[src/rtl/wtbuf_pkg.sv]
package wtbuf_pkg;

    // Read-control sequencer states
    typedef enum logic [1:0] {
        RD_IDLE  = 2'd0,
        RD_CHECK = 2'd1,
        RD_ISSUE = 2'd2,
        RD_RESP  = 2'd3
    } rd_state_e;

    // Whether a read with no match may overtake queued stores
    typedef enum logic {
        ORD_BYPASS = 1'b0,
        ORD_DRAIN  = 1'b1
    } ord_pol_e;

    // What a matching read does in bypass order
    typedef enum logic {
        HIT_FORWARD = 1'b0,
        HIT_STALL   = 1'b1
    } hit_pol_e;

endpackage

[src/rtl/wtbuf_store.sv]
module wtbuf_store #(
    parameter int AW    = 16,
    parameter int DW    = 32,
    parameter int DEPTH = 4,
    localparam int PTR_W = (DEPTH > 1) ? $clog2(DEPTH) : 1,
    localparam int CNT_W = PTR_W + 1
) (
    input  logic             clk,
    input  logic             rst_n,
    input  logic             push,
    input  logic [AW-1:0]    push_addr,
    input  logic [DW-1:0]    push_data,
    input  logic             pop,
    input  logic [AW-1:0]    look_addr,
    output logic             full,
    output logic             empty,
    output logic [CNT_W-1:0] count,
    output logic [AW-1:0]    head_addr,
    output logic [DW-1:0]    head_data,
    output logic             hit,
    output logic [DW-1:0]    hit_data
);

    typedef struct packed {
        logic          vld;
        logic [AW-1:0] addr;
        logic [DW-1:0] data;
    } ent_t;

    typedef struct packed {
        ent_t [DEPTH-1:0] ent;
        logic [PTR_W-1:0] wp;
        logic [PTR_W-1:0] rp;
        logic [CNT_W-1:0] cnt;
    } st_t;

    st_t st_d, st_q;
    logic [DEPTH-1:0] slot_match;
    logic [PTR_W-1:0] age_idx;

    // Per-slot address comparators
    for (genvar g = 0; g < DEPTH; g++) begin : g_cmp
        assign slot_match[g] = st_q.ent[g].vld && (st_q.ent[g].addr == look_addr);
    end

    // Next-state computation
    always_comb begin
        st_d = st_q;
        if (push) begin
            st_d.ent[st_q.wp] = '{vld: 1'b1, addr: push_addr, data: push_data};
            st_d.wp           = st_q.wp + PTR_W'(1);
        end
        if (pop) begin
            st_d.ent[st_q.rp].vld = 1'b0;
            st_d.rp               = st_q.rp + PTR_W'(1);
        end
        st_d.cnt = st_q.cnt + CNT_W'(push) - CNT_W'(pop);
    end

    // Youngest match: walk from oldest to newest, the last hit wins
    always_comb begin
        hit      = 1'b0;
        hit_data = '0;
        age_idx  = '0;
        for (int i = 0; i < DEPTH; i++) begin
            age_idx = st_q.rp + PTR_W'(i);
            if (slot_match[age_idx]) begin
                hit      = 1'b1;
                hit_data = st_q.ent[age_idx].data;
            end
        end
    end

    always_ff @(posedge clk or negedge rst_n) begin
        if (!rst_n) st_q <= '0;
        else        st_q <= st_d;
    end

    assign count     = st_q.cnt;
    assign full      = (st_q.cnt == CNT_W'(DEPTH));
    assign empty     = (st_q.cnt == '0);
    assign head_addr = st_q.ent[st_q.rp].addr;
    assign head_data = st_q.ent[st_q.rp].data;

endmodule

[src/rtl/wtbuf_rdctl.sv]
module wtbuf_rdctl
    import wtbuf_pkg::*;
#(
    parameter int       AW     = 16,
    parameter int       DW     = 32,
    parameter ord_pol_e ORDER  = ORD_BYPASS,
    parameter hit_pol_e ON_HIT = HIT_FORWARD
) (
    input  logic          clk,
    input  logic          rst_n,
    input  logic          rd_valid,
    input  logic [AW-1:0] rd_addr,
    output logic          rd_ready,
    output logic [AW-1:0] look_addr,
    input  logic          buf_hit,
    input  logic [DW-1:0] buf_hit_data,
    input  logic          buf_empty,
    output logic          issue,
    output logic [AW-1:0] issue_addr,
    input  logic          issue_ack,
    input  logic          mem_resp_valid,
    input  logic [DW-1:0] mem_resp_data,
    output logic          resp_valid,
    output logic [DW-1:0] resp_data
);

    typedef struct packed {
        rd_state_e     state;
        logic [AW-1:0] addr;
        logic          resp_v;
        logic [DW-1:0] resp_d;
    } st_t;

    st_t  st_d, st_q;
    logic clear;
    logic fwd;

    // Policy decision for a pending read
    always_comb begin
        if (ORDER == ORD_DRAIN) begin
            clear = buf_empty;
            fwd   = 1'b0;
        end else begin
            clear = !buf_hit;
            fwd   = (ON_HIT == HIT_FORWARD) && buf_hit;
        end
    end

    always_comb begin
        st_d        = st_q;
        st_d.resp_v = 1'b0;
        issue       = 1'b0;
        unique case (st_q.state)
            RD_IDLE: begin
                if (rd_valid) begin
                    st_d.addr  = rd_addr;
                    st_d.state = RD_CHECK;
                end
            end
            RD_CHECK: begin
                if (fwd) begin
                    st_d.resp_v = 1'b1;
                    st_d.resp_d = buf_hit_data;
                    st_d.state  = RD_IDLE;
                end else if (clear) begin
                    issue      = 1'b1;
                    st_d.state = issue_ack ? RD_RESP : RD_ISSUE;
                end
            end
            RD_ISSUE: begin
                issue = 1'b1;
                if (issue_ack) st_d.state = RD_RESP;
            end
            RD_RESP: begin
                if (mem_resp_valid) begin
                    st_d.resp_v = 1'b1;
                    st_d.resp_d = mem_resp_data;
                    st_d.state  = RD_IDLE;
                end
            end
            default: st_d.state = RD_IDLE;
        endcase
    end

    always_ff @(posedge clk or negedge rst_n) begin
        if (!rst_n) st_q <= '{state: RD_IDLE, addr: '0, resp_v: 1'b0, resp_d: '0};
        else        st_q <= st_d;
    end

    assign rd_ready   = (st_q.state == RD_IDLE);
    assign look_addr  = st_q.addr;
    assign issue_addr = st_q.addr;
    assign resp_valid = st_q.resp_v;
    assign resp_data  = st_q.resp_d;

endmodule

[src/rtl/wtbuf_arb.sv]
module wtbuf_arb #(
    parameter int AW = 16,
    parameter int DW = 32
) (
    input  logic          rd_issue,
    input  logic [AW-1:0] rd_issue_addr,
    input  logic          buf_empty,
    input  logic [AW-1:0] head_addr,
    input  logic [DW-1:0] head_data,
    input  logic          mem_req_ready,
    output logic          mem_req_valid,
    output logic          mem_req_write,
    output logic [AW-1:0] mem_req_addr,
    output logic [DW-1:0] mem_req_wdata,
    output logic          rd_ack,
    output logic          buf_pop
);

    // Fixed priority: a cleared read first, else the oldest store
    always_comb begin
        mem_req_valid = rd_issue || !buf_empty;
        mem_req_write = !rd_issue && !buf_empty;
        mem_req_addr  = rd_issue ? rd_issue_addr : head_addr;
        mem_req_wdata = rd_issue ? '0 : head_data;
        rd_ack        = rd_issue && mem_req_ready;
        buf_pop       = mem_req_write && mem_req_ready;
    end

endmodule

[src/rtl/wtbuf_top.sv]
module wtbuf_top
    import wtbuf_pkg::*;
#(
    parameter int       AW     = 16,
    parameter int       DW     = 32,
    parameter int       DEPTH  = 4,
    parameter ord_pol_e ORDER  = ORD_BYPASS,
    parameter hit_pol_e ON_HIT = HIT_FORWARD
) (
    input  logic          clk,
    input  logic          rst_n,
    input  logic          wr_valid,
    output logic          wr_ready,
    input  logic [AW-1:0] wr_addr,
    input  logic [DW-1:0] wr_data,
    input  logic          rd_valid,
    output logic          rd_ready,
    input  logic [AW-1:0] rd_addr,
    output logic          rd_resp_valid,
    output logic [DW-1:0] rd_resp_data,
    output logic          mem_req_valid,
    input  logic          mem_req_ready,
    output logic          mem_req_write,
    output logic [AW-1:0] mem_req_addr,
    output logic [DW-1:0] mem_req_wdata,
    input  logic          mem_resp_valid,
    input  logic [DW-1:0] mem_resp_data
);

    localparam int PTR_W = (DEPTH > 1) ? $clog2(DEPTH) : 1;
    localparam int CNT_W = PTR_W + 1;

    logic             buf_full;
    logic             buf_empty;
    logic [CNT_W-1:0] buf_count;
    logic [AW-1:0]    head_addr;
    logic [DW-1:0]    head_data;
    logic             buf_hit;
    logic [DW-1:0]    hit_data;
    logic [AW-1:0]    look_addr;
    logic             buf_push;
    logic             buf_pop;
    logic             rd_issue;
    logic [AW-1:0]    rd_issue_addr;
    logic             rd_ack;

    assign wr_ready = !buf_full;
    assign buf_push = wr_valid && !buf_full;

    wtbuf_store #(.AW(AW), .DW(DW), .DEPTH(DEPTH)) u_store (
        .clk       (clk),
        .rst_n     (rst_n),
        .push      (buf_push),
        .push_addr (wr_addr),
        .push_data (wr_data),
        .pop       (buf_pop),
        .look_addr (look_addr),
        .full      (buf_full),
        .empty     (buf_empty),
        .count     (buf_count),
        .head_addr (head_addr),
        .head_data (head_data),
        .hit       (buf_hit),
        .hit_data  (hit_data)
    );

    wtbuf_rdctl #(.AW(AW), .DW(DW), .ORDER(ORDER), .ON_HIT(ON_HIT)) u_rdctl (
        .clk            (clk),
        .rst_n          (rst_n),
        .rd_valid       (rd_valid),
        .rd_addr        (rd_addr),
        .rd_ready       (rd_ready),
        .look_addr      (look_addr),
        .buf_hit        (buf_hit),
        .buf_hit_data   (hit_data),
        .buf_empty      (buf_empty),
        .issue          (rd_issue),
        .issue_addr     (rd_issue_addr),
        .issue_ack      (rd_ack),
        .mem_resp_valid (mem_resp_valid),
        .mem_resp_data  (mem_resp_data),
        .resp_valid     (rd_resp_valid),
        .resp_data      (rd_resp_data)
    );

    wtbuf_arb #(.AW(AW), .DW(DW)) u_arb (
        .rd_issue      (rd_issue),
        .rd_issue_addr (rd_issue_addr),
        .buf_empty     (buf_empty),
        .head_addr     (head_addr),
        .head_data     (head_data),
        .mem_req_ready (mem_req_ready),
        .mem_req_valid (mem_req_valid),
        .mem_req_write (mem_req_write),
        .mem_req_addr  (mem_req_addr),
        .mem_req_wdata (mem_req_wdata),
        .rd_ack        (rd_ack),
        .buf_pop       (buf_pop)
    );

endmodule

[config.mk]
export PLATFORM = sky130hd
export DESIGN_NAME = wtbuf_top
export DESIGN_NICKNAME = d
export VERILOG_FILES = /design/src/rtl/wtbuf_pkg.sv /design/src/rtl/wtbuf_store.sv /design/src/rtl/wtbuf_rdctl.sv /design/src/rtl/wtbuf_arb.sv /design/src/rtl/wtbuf_top.sv
export SDC_FILE = /design/constraint.sdc
export NUM_CORES = 1
export LEC_CHECK = 0
export BUFFER_PORTS_ARGS = -buffer_cell sky130_fd_sc_hd__buf_2
export CAP_MARGIN = 20
export CORE_ASPECT_RATIO = 0.6
export CORE_MARGIN = 3
export CORE_UTILIZATION = 45
export DETAILED_ROUTE_END_ITERATION = 12
export PLACE_DENSITY_LB_ADDON = 0.1
export SLEW_MARGIN = 20
export SYNTH_ARGS = -nofsm -noshare
export SYNTH_HDL_FRONTEND = slang
export SYNTH_HIERARCHICAL = 1
export SYNTH_SLANG_ARGS = --single-unit
[constraint.sdc]
create_clock -name clk -period 3.4 [get_ports clk]
set_input_delay 0.34 -clock clk [delete_from_list [all_inputs] [get_ports clk]]
set_output_delay 0.34 -clock clk [all_outputs]
set_load 0.05 [all_outputs]
==> impl_metrics.py, run 1 <==
metrics = {
    "timing": {
        "fin_crit_sh": 1.09,
        "final_hold_viol_count": 0,
        "rsz0062_at_grt": "true",
        "worstMarginPinSlew_ps": 1080,
        "relSlewSlack": 0.282,
        "finalSetupViolations": 54,
        "finalMaxSlewViolations": 0,
        "fmax_mhz": 271,
        "fin_setup_tns_ps": -13230,
        "hold-worst-slack_ps": 24.0,
        "skew_ps": 14.2,
        "fin_crit_ps": 3700,
        "setup_slack_ps": -296,
    },
    "floorplanning": {
        "start_util": 0.464,
        "fp.dieW_um": 253,
        "coreArea_um2": 35600,
        "dieArea_um2": 39100,
        "ios": 187,
        "die_y_um": 154,
        "rows": 53,
    },
    "synthesis": {
        "synth_warnings": 6,
        "synthesis.nets": 1490,
        "syn_inst": 1371,
        "synth.cell_area_um2": 16500,
        "avgSynthCellArea_um2": 12.1,
    },
    "status": {
        "violations": "setup timing",
        "outcome": "finished with violations",
    },
    "global_route": {
        "antenna_found_initial": 2,
        "grt_pass1_vias": 12000,
        "grt_max_degree": 135,
        "grt_use_met2": 0.354,
        "grt.busiest_layer": "met1",
        "use_met1": 0.384,
        "gr-total-overflow": 0,
        "track_usage": 0.250,
        "grt_pass1_wl_um": 75000,
        "grt.met3_usage": 0.0672,
    },
    "routing": {
        "vias": 11900,
        "drtIter0Drc": 1001,
        "routed_wl_um": 48500,
        "via_per_inst": 5.86,
        "firstDrtPassIters": 7,
        "drc": 0,
        "antenna_left": 0,
        "post_drt_wl_per_cell_um": 24.0,
    },
    "setup_path": {
        "crit_path_max_fanout": 7,
        "start_kind": "flop",
        "crit_type": "reg -> out",
        "crit_chain": "xor2_1 -> a2111o_1 -> a2111oi_4 -> buf_4 -> a32oi_2 -> nand4_1 -> nor2b_2 -> o21a_4 -> buf_4 -> clkbuf_16 -> nor2b_4 -> buf_6",
        "cpPeakStageDelay_ps": 420,
        "slowest_stage": "a2111o_1",
        "critical_path_required_ps": 3060,
        "setup.worst_path.end_class": "output pin",
        "crit_arrival_ps": 3360,
        "worst_path_most_repeated_cell": "buf_4",
        "path_buf_inv": 4,
        "crit_family": "compound AO/OA/AOI/OAI gates",
    },
    "layout": {
        "final-seq-area_um2": 6370,
        "fin_nets": 1656,
        "area_delta_synth_final_pct": 22.4,
        "final_layout_size_suffix_gt1_frac": 0.528,
        "multi_input_area_um2": 9390,
        "fin_util": 0.568,
        "fillers": 2957,
    },
    "place": {
        "io_buffer_count": 186,
        "dp_slack_ps": -199,
        "routabilityCongestion": 0.859,
        "dpl.hpwl_um": 32000,
    },
    "cts": {
        "root_buffer": "clkbuf_16",
        "cts_htree_levels": 1,
        "clkLatencyLatePin_ps": 560,
        "cts_tree": "built",
        "clk_pin_slew_ps": 60,
        "clk_path_buf_depth": 3,
        "cts.sinks": 254,
        "cts_buffers": 27,
    },
    "worst_hold_path": {
        "worstHoldStart": "rd_addr[5]",
        "min_path_type": "in -> reg",
    },
    "job": {
        "cap_violations": 0,
    },
}
## cells in the final DEF, fill, tap and decap left out, drive strengths merged, types with 9 or more instances in the layout
| cell | count |
|---|---|
| nand2 | 60 |
| nor2 | 50 |
| nand4 | 13 |
| mux2 | 258 |
| o21ai | 35 |
| o311a | 16 |
| mux4 | 80 |
| xor2 | 13 |
| a221oi | 18 |
| and3 | 16 |
| nor4 | 9 |
| nor2b | 36 |
| inv | 50 |
| dfrtp | 254 |
| xnor2 | 52 |
| ha | 16 |
| a21oi | 22 |
| o2bb2ai | 32 |
| clkbuf | 41 |
| a22oi | 34 |
| mux2i | 36 |
| a211oi | 32 |
| nand3 | 34 |
| buf | 309 |
## stage by stage
step	instance area [um2]	instances
after global routing	20200	2025
after detailed placement	18000	1940
final	20200	2026
after floorplan	16600	1371
after global placement	18000	1940
after CTS	19900	2015
## area by class of cell
cell class | instances | share of cell area
Sequential cell | 254 | 0.315
Inverter | 48 | 0.00891
Clock inverter | 10 | 0.00916
Timing Repair Buffer | 317 | 0.135
Antenna cell | 1 | 0.000124
Tap cell | 467 | 0.0289
Clock buffer | 40 | 0.0388
Multi-Input combinational cell | 889 | 0.464
## final timing paths
check,slack (ps),endpoint,cells after the start
min in group asynchronous,330,u_store/count[2],2
max in group asynchronous,2130,u_rdctl/issue_addr[9],4
hold / removal,20,u_rdctl/issue_addr[5],2
setup reg to reg,-280,u_store/count[2],17
hold reg to reg,490,u_rdctl/resp_data[11],1
setup / recovery,-300,mem_req_wdata[22],12
## worst register-to-register path, cell delays in order, from the launching register on
cell and delay (ps):
dfrtp_1 390, xor2_1 160, a2111o_1 420, a2111oi_4 290, buf_4 180, a32oi_2 60, nand4_1 250, nor2b_2 90
o21a_4 270, buf_6 140, nor3b_4 190, ha_1 250, inv_1 50, ha_1 150, inv_2 40, fa_2 350
xnor2_2 140, xnor2_1 120
## routing by layer
metal,share of wire,routed length (um),up-vias
li1,-,-,5355
met5,0.00070,34,-
met1,0.49,23900,6128
met3,0.073,3560,49
met4,0.013,653,4
met2,0.42,20400,330
## timing repair
action / in CTS / in global routing
pin swaps: 4 / 9
cloned: 5 / 1
hold endpoints to repair: 76 / 0
endpoints found under the setup margin: 54 / 71
setup buffers: 13 / 11
hold buffers: 7 / 0
resized for setup: 167 / 55
Power of run 1 is not shown: default switching activity piles up to over one toggle a cycle in this logic, so the estimate is an artifact.
==> inputs of run 2 (changes only) <==
Settings changed: RECOVER_POWER set to 100.
==> impl_metrics.py, run 2 (same netlist as run 1, synthesis figures left out) <==
metrics = {
    "setup_path": {
        "critical_path_required_ps": 3060,
        "reg2regPathDepth": 17,
        "critical_path_depth": 12,
        "path_buf_inv": 4,
        "crit_chain": "buf_4 -> xnor2_2 -> nand4_1 -> nor4_2 -> buf_4 -> a32oi_2 -> nand4_1 -> nor2b_2 -> o21a_4 -> buf_12 -> mux2_4 -> buf_6",
        "crit_path_max_fanout": 13,
        "crit_arrival_ps": 3350,
        "cpPeakStageDelay_ps": 410,
        "slowest_stage": "dfrtp_1",
        "crit_family": "simple AND/OR/NAND/NOR gates",
        "setup.worst_path.end_class": "output pin",
        "crit_type": "reg -> out",
        "start_kind": "flop",
    },
    "global_route": {
        "grt_pass1_vias": 12000,
        "grt_pass1_wl_um": 75000,
        "track_usage": 0.250,
        "grt_max_degree": 135,
        "gr-total-overflow": 0,
        "antenna_found_initial": 2,
    },
    "cts": {
        "cts_buffers": 27,
        "clk_path_buf_depth": 3,
        "cts_htree_levels": 1,
        "cts_tree": "built",
        "clkLatencyLatePin_ps": 560,
        "root_buffer": "clkbuf_16",
        "clk_pin_slew_ps": 60,
        "cts.sinks": 254,
    },
    "place": {
        "placed_cells": 1940,
        "io_buffer_count": 186,
        "routabilityCongestion": 0.859,
        "dpl.hpwl_um": 32000,
        "dp_slack_ps": -199,
    },
    "routing": {
        "vias": 11900,
        "post_drt_wl_per_cell_um": 24.0,
        "via_per_inst": 5.85,
        "firstDrtPassIters": 7,
        "drtIter0Drc": 986,
        "drc": 0,
        "routed_wl_um": 48500,
        "antenna_left": 0,
    },
    "layout": {
        "fin_nets": 1656,
        "layoutNonFillerInstCount": 2026,
        "layout_common_cells": "248 x dfrtp_1, 242 x mux2_2, 100 x buf_2",
        "final_layout_size_suffix_gt1_frac": 0.504,
        "area_delta_synth_final_pct": 21.5,
        "fin_util": 0.564,
        "final_common_cell": "dfrtp_1",
    },
    "timing": {
        "fin_setup_tns_ps": -12810,
        "relSlewSlack": -0.291,
        "rsz0062_at_grt": "true",
        "fmax_mhz": 271,
        "fin_crit_sh": 1.08,
        "finalMaxSlewViolations": 74,
        "fin_crit_ps": 3690,
        "finalSetupViolations": 54,
        "setup_slack_ps": -288,
        "skew_ps": 13.3,
        "worstMarginPinSlew_ps": 1940,
        "final_hold_viol_count": 0,
    },
    "floorplanning": {
        "start_util": 0.464,
        "die_y_um": 154,
        "rows": 53,
        "coreArea_um2": 35600,
        "fp.dieW_um": 253,
        "dieArea_um2": 39100,
        "ios": 187,
    },
    "worst_hold_path": {
        "min_path_cells": 2,
        "min_path_type": "in -> reg",
    },
    "status": {
        "violations": "capacitance limit, slew limit, setup timing",
        "outcome": "finished with violations",
    },
    "job": {
        "cap_violations": 1,
    },
}
-- run 2: area by class of cell --
cell class | count | area, um2
Multi-Input combinational cell | 889 | 9390
Clock inverter | 10 | 185
Tap cell | 467 | 584
Clock buffer | 40 | 785
Timing Repair Buffer | 317 | 2580
Sequential cell | 254 | 6370
Fill cell | 2991 | 15500
Inverter | 48 | 180
Antenna cell | 1 | 2.50
-- run 2: timing repair --
action,4_1_cts,5_1_grt
endpoints found under the hold margin,76,0
resized for setup,167,55
setup buffers,13,11
endpoints found under the setup margin,54,71
hold buffers,7,0
gates cloned,5,1
pin swaps,4,9
-- run 2: metal layers --
| metal | global-route usage | up-vias | part of all wire |
|---|---|---|---|
| met2 | 0.354 | 343 | 0.42 |
| met5 | 0 | - | 0.00070 |
| met1 | 0.384 | 6100 | 0.49 |
| met4 | 0.0441 | 4 | 0.014 |
| met3 | 0.0672 | 50 | 0.073 |
| li1 | - | 5354 | - |
-- run 2: worst reg2reg max path: stages, from the launching register on --
cell and delay, ps:
dfrtp_1 390, xor2_1 160, a2111o_1 420, a2111oi_4 280
buf_4 180, a32oi_2 60, nand4_1 240, nor2b_2 90
o21a_4 280, buf_6 140, nor3b_4 180, ha_1 250
inv_1 50, ha_1 140, inv_2 40, fa_2 350
xnor2_2 140, xnor2_1 120
-- run 2: final timing paths --
check                                 startpoint                    end  slack, ps
setup reg to reg                            flop       u_store/count[2]       -270
hold reg to reg            u_rdctl/resp_data[11]  u_rdctl/resp_data[11]        500
min in group asynchronous                  rst_n       u_store/count[2]        830
hold / removal                        rd_addr[5]  u_rdctl/issue_addr[5]         20
setup / recovery           u_rdctl/issue_addr[3]       mem_req_addr[12]       -290
max in group asynchronous                  rst_n  u_rdctl/issue_addr[9]        540
-- run 2: per-stage QoR --
stage / cell area (um2) / hold WS, ps
final: 20100 / 23.6
after global routing: 20100 / 17.0
after CTS: 19900 / 3.69
after detailed placement: 18000 / 358
after global placement: 18000 / 351
after floorplan: 16600 / 44.4
Power of run 2 is left out for the same reason.
==> inputs of run 3 (changes only) <==
Clock period 3.4 ns to 4.45 ns, I/O delays scaled along.
==> impl_metrics.py, run 3 (same netlist as run 1, synthesis figures left out) <==
metrics = {
    "cts": {
        "cts_tree": "built",
        "cts_htree_levels": 1,
        "clk_pin_slew_ps": 60,
        "cts.sinks": 254,
        "clk_path_buf_depth": 3,
        "root_buffer": "clkbuf_16",
        "cts_buffers": 27,
        "clkLatencyLatePin_ps": 560,
    },
    "global_route": {
        "antenna_found_initial": 4,
        "grt_pass1_wl_um": 72900,
        "grt_pass1_vias": 11500,
        "grt_max_degree": 100,
        "grt_use_met2": 0.334,
        "gr-total-overflow": 0,
        "use_met1": 0.389,
        "grt.busiest_layer": "met1",
        "grt.met3_usage": 0.0541,
        "track_usage": 0.242,
    },
    "setup_path": {
        "setup.worst_path.end_class": "output pin",
        "crit_path_max_fanout": 23,
        "start_kind": "flop",
        "crit_type": "reg -> out",
        "crit_arrival_ps": 3810,
        "critical_path_required_ps": 4010,
    },
    "routing": {
        "drtIter0Drc": 971,
        "via_per_inst": 5.97,
        "vias": 11500,
        "firstDrtPassIters": 5,
        "drc": 0,
        "routed_wl_um": 47300,
        "antenna_left": 0,
        "post_drt_wl_per_cell_um": 24.5,
    },
    "timing": {
        "skew_ps": 17.6,
        "fin_crit_ps": 4260,
        "fmax_mhz": 235,
        "rsz0062_at_grt": "false",
        "fin_crit_sh": 0.957,
        "worstMarginPinSlew_ps": 2670,
        "relSlewSlack": -0.780,
        "finalMaxSlewViolations": 122,
        "fin_setup_tns_ps": 0,
        "finalSetupViolations": 0,
        "final_hold_viol_count": 0,
    },
    "layout": {
        "area_delta_synth_final_pct": 9.67,
        "fin_nets": 1565,
        "final_common_cell": "dfrtp_1",
        "fin_util": 0.509,
        "final_layout_size_suffix_gt1_frac": 0.428,
        "layout_common_cells": "252 x dfrtp_1, 243 x mux2_2, 105 x buf_2",
        "n_antenna_cell": 0,
        "fillers": 3180,
    },
    "status": {
        "violations": "capacitance limit, slew limit",
        "outcome": "finished with violations",
    },
    "floorplanning": {
        "start_util": 0.464,
        "ios": 187,
        "fp.dieW_um": 253,
        "dieArea_um2": 39100,
        "die_y_um": 154,
        "rows": 53,
        "coreArea_um2": 35600,
    },
    "place": {
        "io_buffer_count": 186,
        "routabilityCongestion": 0.850,
        "dpl.hpwl_um": 32700,
    },
    "job": {
        "cap_violations": 2,
    },
    "worst_hold_path": {
        "min_path_type": "in -> reg",
    },
}
run 3: cell count changes in the layout (fill, tap and decap cells not counted), moves of 8 or more:
cell	previous run	this run
nor2b_1	2	35
buf_4	83	24
buf_6	42	0
buf_12	20	1
xnor2_1	38	46
nor2b_4	29	0
clkbuf_2	9	51
buf_8	11	0
run 3: layout make-up:
type / instances / area [um2] / area share
inverters: 48 / 180 / 0.00994
well taps: 467 / 584 / 0.0322
multi-input cells: 889 / 8960 / 0.495
clock buffers: 39 / 761 / 0.0420
flip-flops and latches: 254 / 6360 / 0.351
clock inverters: 10 / 104 / 0.00573
repair buffers: 226 / 1160 / 0.0642
run 3: metrics by stage:
stage	instance area, um2	hold WS [ps]	cells	worst slack (ps)
floorplan	16500	149	1371	713
global placement	17400	471	1883	561
detailed placement	17400	469	1883	485
CTS	18200	79.6	1933	174
global route	18100	98.8	1933	8.00
finish	18100	112	1933	191
run 3: worst paths after layout:
check	depth (start not counted)	start	slack, ps	endpoint
min reg2reg	1	u_rdctl/resp_data[22]	490	u_rdctl/resp_data[22]
min	2	rd_addr[8]	110	u_rdctl/issue_addr[8]
min in group asynchronous	2	rst_n	1250	u_rdctl/issue_addr[2]
max in group asynchronous	3	rst_n	770	u_store/st_q[4]
max	10	u_rdctl/issue_addr[11]	190	mem_req_addr[14]
max reg2reg	9	u_rdctl/issue_addr[11]	290	u_rdctl/resp_data[14]
run 3: critical path, cell delays in order (launching register included):
cell and delay (ps):
dfrtp_1 490, xnor2_1 390, nand4_1 200, nor4_1 500, a22oi_2 180, nand4_1 280, nor2b_1 100, o21a_2 230
buf_4 270, mux2_4 360, clkbuf_2 240
run 3: what timing repair did:
action	CTS	global route
gates resized for setup	0	6
hold buffers	1	0
endpoints found under the setup margin	0	18
buffers inserted	0	0
endpoints found under the hold margin	96	0
run 3: layer usage:
layer | vias to the layer above | part of all wire
met1 | 5992 | 0.51
met2 | 337 | 0.41
met3 | 51 | 0.067
li1 | 5163 | -
met5 | - | 0.00068
met4 | 6 | 0.012
Power of run 3 is left out for the same reason.
